==> src/rtl/dmd_pkg.sv <==
// Shared definitions for the dual-modulus divider control.
// Assumes: the prescaler reads mod_sel as a single bit, 1 meaning N+1.
package dmd_pkg;

    // Modulus request encoding seen by the prescaler
    typedef enum logic {
        DIV_BY_N  = 1'b0,
        DIV_BY_N1 = 1'b1
    } dmd_mod_e;

endpackage

==> src/rtl/dmd_ripple_adder.sv <==
// Plain ripple-carry adder, sum = a + b modulo 2^WIDTH.
// Assumes: carry-in is zero and the carry-out is not needed.
module dmd_ripple_adder #(
    parameter int WIDTH = 8
) (
    input  logic [WIDTH-1:0] a,
    input  logic [WIDTH-1:0] b,
    output logic [WIDTH-1:0] sum
);
    logic [WIDTH-1:0] carry;

    assign carry[0] = 1'b0;

    // One full-adder sum bit per position
    for (genvar i = 0; i < WIDTH; i++) begin : g_sum
        assign sum[i] = a[i] ^ b[i] ^ carry[i];
    end

    // Carry chain, stopping short of the unused carry-out
    for (genvar i = 0; i < WIDTH - 1; i++) begin : g_carry
        assign carry[i+1] = (a[i] & b[i]) | (carry[i] & (a[i] ^ b[i]));
    end

endmodule

==> src/rtl/dmd_down_counter.sv <==
// Seeded down-counter. It steps by adding the all-ones word (two's-complement
// of one) through a ripple adder, and writes the sum back on the falling clock
// edge. With HOLD_AT_ZERO set, it rests at zero instead of wrapping.
// Assumes: reload has priority over counting; reset is synchronous, active low.
module dmd_down_counter #(
    parameter int WIDTH        = 8,
    parameter int RST_VAL      = 0,
    parameter bit HOLD_AT_ZERO = 1'b0
) (
    input  logic             clk,
    input  logic             rst_n,
    input  logic             reload,
    input  logic [WIDTH-1:0] seed,
    output logic [WIDTH-1:0] count,
    output logic             is_zero
);
    localparam logic [WIDTH-1:0] MINUS_ONE = {WIDTH{1'b1}};
    localparam logic [WIDTH-1:0] RST_WORD  = WIDTH'(RST_VAL);
    localparam logic [WIDTH-1:0] ONE       = {{(WIDTH-1){1'b0}}, 1'b1};

    logic [WIDTH-1:0] dec_sum;
    logic [WIDTH-1:0] count_nxt;

    // Decrement path: stored value plus minus-one
    dmd_ripple_adder #(.WIDTH(WIDTH)) u_add (
        .a  (count),
        .b  (MINUS_ONE),
        .sum(dec_sum)
    );

    assign is_zero = (count == '0);

    // Pick the next count: the seed on reload, else the stepped value
    if (HOLD_AT_ZERO) begin : g_hold
        always_comb begin
            if (reload)       count_nxt = seed;
            else if (is_zero) count_nxt = count;
            else              count_nxt = dec_sum;
        end
    end else begin : g_wrap
        always_comb begin
            if (reload) count_nxt = seed;
            else        count_nxt = dec_sum;
        end
    end

    // Falling-edge capture of the next count
    always_ff @(negedge clk) begin
        if (!rst_n) count <= RST_WORD;
        else        count <= count_nxt;
    end

    // A reload lands the seed in the count on the next edge
    assert_reload_seed_R2: assert property (@(negedge clk) disable iff (!rst_n)
        reload |=> (count == $past(seed)));

    // Away from reload and zero, each edge lowers the count by exactly one
    assert_step_down_R2: assert property (@(negedge clk) disable iff (!rst_n)
        (!reload && !is_zero) |=> (count == ($past(count) - ONE)));

    if (HOLD_AT_ZERO) begin : g_hold_chk
        // A saturating counter sits at zero until the next reload
        assert_rest_at_zero_R5: assert property (@(negedge clk) disable iff (!rst_n)
            (!reload && is_zero) |=> is_zero);
    end

endmodule

==> src/rtl/dmd_divider_ctrl.sv <==
// Counter control for a dual-modulus prescaler divider. The program counter
// sets the cycle length (seed + 1 prescaler periods). The swallow counter
// requests divide-by-N+1 for its first seed periods and rests at zero after
// them. A program count of zero raises div_pulse and reloads both counters
// from the held seeds on the next falling edge.
// Assumes: swallow seed <= program seed; all state moves on the falling edge.
module dmd_divider_ctrl
    import dmd_pkg::*;
#(
    parameter int WIDTH = 8,
    parameter int RST_P = 40,
    parameter int RST_S = 7
) (
    input  logic             clk,
    input  logic             rst_n,
    input  logic             seed_load,
    input  logic [WIDTH-1:0] p_seed,
    input  logic [WIDTH-1:0] s_seed,
    output logic             mod_sel,
    output logic             div_pulse
);
    localparam logic [WIDTH-1:0] RST_P_WORD = WIDTH'(RST_P);
    localparam logic [WIDTH-1:0] RST_S_WORD = WIDTH'(RST_S);

    logic [WIDTH-1:0] held_p;
    logic [WIDTH-1:0] held_s;
    logic [WIDTH-1:0] prog_cnt;
    logic [WIDTH-1:0] swal_cnt;
    logic             prog_zero;
    logic             swal_zero;
    logic             reload;
    dmd_mod_e         mod_req;

    // Holding register for seeds waiting for the next reload
    always_ff @(negedge clk) begin
        if (!rst_n) begin
            held_p <= RST_P_WORD;
            held_s <= RST_S_WORD;
        end else if (seed_load) begin
            held_p <= p_seed;
            held_s <= s_seed;
        end
    end

    assign reload = prog_zero;

    // Program counter: wraps through the cycle, reloads at zero
    dmd_down_counter #(.WIDTH(WIDTH), .RST_VAL(RST_P), .HOLD_AT_ZERO(1'b0)) u_prog (
        .clk    (clk),
        .rst_n  (rst_n),
        .reload (reload),
        .seed   (held_p),
        .count  (prog_cnt),
        .is_zero(prog_zero)
    );

    // Swallow counter: runs down once per cycle, then rests at zero
    dmd_down_counter #(.WIDTH(WIDTH), .RST_VAL(RST_S), .HOLD_AT_ZERO(1'b1)) u_swal (
        .clk    (clk),
        .rst_n  (rst_n),
        .reload (reload),
        .seed   (held_s),
        .count  (swal_cnt),
        .is_zero(swal_zero)
    );

    // Modulus request from the swallow state
    always_comb begin
        mod_req = swal_zero ? DIV_BY_N : DIV_BY_N1;
    end

    assign mod_sel   = logic'(mod_req);
    assign div_pulse = prog_zero;

    // Held seeds change only through a load strobe
    assert_held_steady_R6: assert property (@(negedge clk) disable iff (!rst_n)
        !seed_load |=> ($stable(held_p) && $stable(held_s)));

    // With a nonzero program seed the pulse lasts a single period
    assert_single_pulse_R3: assert property (@(negedge clk) disable iff (!rst_n)
        (div_pulse && (held_p != '0)) |=> !div_pulse);

    // The swallow phase has ended by the time the cycle closes
    assert_end_divide_n_R4: assert property (@(negedge clk) disable iff (!rst_n)
        div_pulse |-> (mod_sel == 1'b0));

    // A reload hands the program counter its held seed
    assert_cycle_start_R2: assert property (@(negedge clk) disable iff (!rst_n)
        div_pulse |=> (prog_cnt == $past(held_p)));

endmodule

==> config.mk <==
export PLATFORM = sky130hd
export DESIGN_NAME = dmd_divider_ctrl
export DESIGN_NICKNAME = d
export VERILOG_FILES = /design/src/rtl/dmd_pkg.sv /design/src/rtl/dmd_ripple_adder.sv /design/src/rtl/dmd_down_counter.sv /design/src/rtl/dmd_divider_ctrl.sv
export SDC_FILE = /design/constraint.sdc
export NUM_CORES = 1
export LEC_CHECK = 0
export ABC_AREA = 1
export BUFFER_PORTS_ARGS = -buffer_cell sky130_fd_sc_hd__buf_2
export CORE_MARGIN = 1
export CORE_UTILIZATION = 50
export DETAILED_ROUTE_END_ITERATION = 8
export PLACE_DENSITY_LB_ADDON = 0.12
export REMOVE_ABC_BUFFERS = 1
export SLEW_MARGIN = 40
export SYNTH_ARGS = -nofsm -noshare
export SYNTH_HDL_FRONTEND = slang
export SYNTH_HIERARCHICAL = 1
export SYNTH_SLANG_ARGS = --single-unit
==> constraint.sdc <==
create_clock -name clk -period 3.35 [get_ports clk]
set_input_delay 0.1675 -clock clk [delete_from_list [all_inputs] [get_ports clk]]
set_output_delay 0.1675 -clock clk [all_outputs]
set_load 0.02 [all_outputs]
==> flow_metrics.py <==
metrics = {
    "clock_tree": {
        "cts_inserted_buffers": 5,
        "clock_transition_at_the_register_clock_pins_on_the_worst_setup_and_hold_paths_after_cts_ps": 40,
        "clock_root_buffer": "sky130_fd_sc_hd__clkbuf_4",
        "clkLatencyLatePin_ps": 400,
        "clock_path_buffers": 2,
        "h-tree-depth": 2,
        "post-cts-setup-buffers": 0,
        "cts_tree": "done",
        "cts.sinks": 32,
    },
    "synth": {
        "synth-seq-cells": 32,
        "synth-seq-area-share_pct": 37.3,
        "syn_area_mm2": 0.00172,
        "post_synth_top_area_cell": "sky130_fd_sc_hd__dfxtp_1",
        "synthCells": 239,
        "synthTopCellsByArea": "sky130_fd_sc_hd__dfxtp_1 37%, sky130_fd_sc_hd__nand2_1 18%, sky130_fd_sc_hd__fa_1 14%, sky130_fd_sc_hd__nor2_1 9.6%, sky130_fd_sc_hd__inv_1 7.2%",
        "ys.warnings.count": 6,
        "synth.top_cells.by_count": "83 x sky130_fd_sc_hd__nand2_1, 44 x sky130_fd_sc_hd__nor2_1, 33 x sky130_fd_sc_hd__inv_1",
        "post-synth-top-count-cell": "sky130_fd_sc_hd__nand2_1",
        "synth_enable_flop_cells": 0,
        "synthArstFlopShare_pct": 0,
        "mean_cell_area_of_the_mapped_netlist_um2": 7.18,
        "post_synth_num_cell_types": 17,
        "synth-main-ff-cell": "sky130_fd_sc_hd__dfxtp_1",
        "yosys.area.top_type_share_pct": 37.3,
    },
    "route": {
        "avgRoutedWirePerCell_um": 8.96,
        "tritonroute_pass_1_iters": 4,
        "detail_route.iter0.violations": 57,
        "via_count": 1505,
        "antenna_left": 0,
        "drcViolationCount": 0,
        "totalWireLength_um": 3150,
        "viasPerCell": 4.29,
    },
    "cells_and_area": {
        "areaGrowthSynthToFinish_pct": 20.8,
        "net_count_final": 340,
        "finalCoreUtilization_pct": 65.7,
        "multi_input_area_um2": 947,
        "area.sequential_um2": 641,
        "num-fill-cells": 320,
        "diodes": 0,
        "drive_above_1_share_pct": 12.7,
    },
    "place": {
        "port-buffer-count": 20,
        "place_worst_setup_slack_ps": 190,
        "post-dp-hpwl_um": 2240,
        "place_congestion": 0.765,
    },
    "min_path": {
        "min-delay-path-class": "reg -> reg",
        "source_of_the_worst_hold_timing_path": "held_s[0]$_SDFFE_NN1P_",
    },
    "global_route": {
        "grt_use_met1_pct": 24.5,
        "grtUsageTotal_pct": 20.7,
        "grt_util_met2_pct": 30.6,
        "first_global_vias": 1460,
        "first_pass_grt_wire_length_um": 5540,
        "globalRoute.totalOverflow": 0,
        "antenna_found_initial": 0,
        "pin_count_of_the_biggest_net_entering_global_routing": 29,
        "grt_util_met3_pct": 11.3,
        "gr-max-usage-layer": "met2",
    },
    "worst_setup_path": {
        "r2r_start": "u_prog/count[0]$_SDFF_NN0_",
        "critical_path_peak_fanout": 3,
        "worstSetupPathType": "reg -> out",
        "data_arrival_time_of_the_critical_path_ps": 2950,
        "worstSetupStartpointType": "flop",
        "endpoint_kind_of_the_worst_setup_timing_path": "output port",
        "worst_ep_required_time_ps": 3180,
        "crit_path_start": "u_prog/count[7]$_SDFF_NN0_",
    },
    "sta": {
        "min_period_over_period_pct": 93.2,
        "postLayoutSetupSlackWorst_ps": 228,
        "rsz_0062_raised_after_global_routing": "no",
        "tns_ps": 0,
        "hold-worst-slack_ps": 455,
        "timing.final.crit_period_ps": 3120,
        "setup_viol": 0,
        "finalMaxSlewViolations": 0,
        "timing.final.hold_violations": 0,
        "finClkSkew_ps": 15.5,
        "maxClockFrequency_ghz": 0.321,
    },
    "die": {
        "initial_utilization_pct": 54.4,
        "chipHeight_um": 60.6,
        "core_area_mm2": 0.00315,
        "floorplan.io_pins": 21,
        "floorplan.die_area_mm2": 0.00367,
        "die_width_um": 60.6,
        "rows": 20,
    },
    "power_and_ir_drop": {
        "power.density_mw_per_mm2": 677,
        "leakage_nw": 1.27,
        "vdd_drop_max_uv": 410,
        "report.power.total_mw": 1.40,
    },
    "status": {
        "run_status": "finished, final reports clean",
    },
    "job": {
        "max-cap-violations": 0,
    },
}
## final timing paths
path         cells past startpoint                    endpoint  slack, ps
min                              2      held_s[0]$_SDFFE_NN1P_        450
max reg2reg                     14  u_prog/count[7]$_SDFF_NN0_        240
min reg2reg                      2      held_s[0]$_SDFFE_NN1P_        450
max                              4                   div_pulse        230
## report_power, final
group	total (mW)	internal [mW]	switching, mW
sequential	0.537	0.472	0.0648
combinational	0.437	0.193	0.244
clock	0.429	0.200	0.229
## area by class of cell
class,instances,share of cell area [%]
Sequential cell,32,30.9
Clock inverter,34,7.43
Multi-Input combinational cell,182,45.7
Tap cell,44,2.66
Timing Repair Buffer,22,5.56
Clock buffer,5,1.81
Inverter,32,5.92
## stage by stage
| step | cells | cell area (um^2) |
|---|---|---|
| after floorplan | 249 | 1720 |
| after global placement | 315 | 1890 |
| after detailed placement | 315 | 1890 |
| after CTS | 351 | 2070 |
| after global routing | 351 | 2070 |
| final | 351 | 2070 |
## worst max-delay path, stage by stage, from the launching register on
cell                      delay, ps
sky130_fd_sc_hd__dfxtp_1        310
sky130_fd_sc_hd__nor2_1         120
sky130_fd_sc_hd__nand2_1         70
sky130_fd_sc_hd__nor2_1         180
sky130_fd_sc_hd__buf_2          200
## cell families after synthesis
logic type	after synthesis	share of synthesized area [%]
buf+inv	41	11.1
compound gates	6	1.75
fa+ha+maj	14	15.5
flops	32	37.3
other cells	2	0.438
simple gates	144	33.9
## timing repair
item                                    CTS  global route
resized for setup                         0             1
hold buffers                              0             0
endpoints found under the setup margin    0             1
## placed cells by master, fill, tap and decap left out, drive strengths merged
cell    synthesis  layout
buf             6      22
bufinv          0       1
clkbuf          0       5
conb            2      18
dfxtp          32      32
fa             12      12
ha              2       2
inv            35      65
nand2          86      86
nand3           9       9
nor2           49      49
o21ai           6       6
## per-layer routing
layer  up-vias  share of wire, %
met5         -                 0
met4         0              0.92
met3         4               6.3
met2        36                44
met1       651                49
li1        814                 -
## flip-flops by register name, indices dropped and copies added, names as in the netlist
register,count
u_prog/count,8
u_swal/count,8
held_s,8
held_p,8
Power figures use the tool's default switching activity.
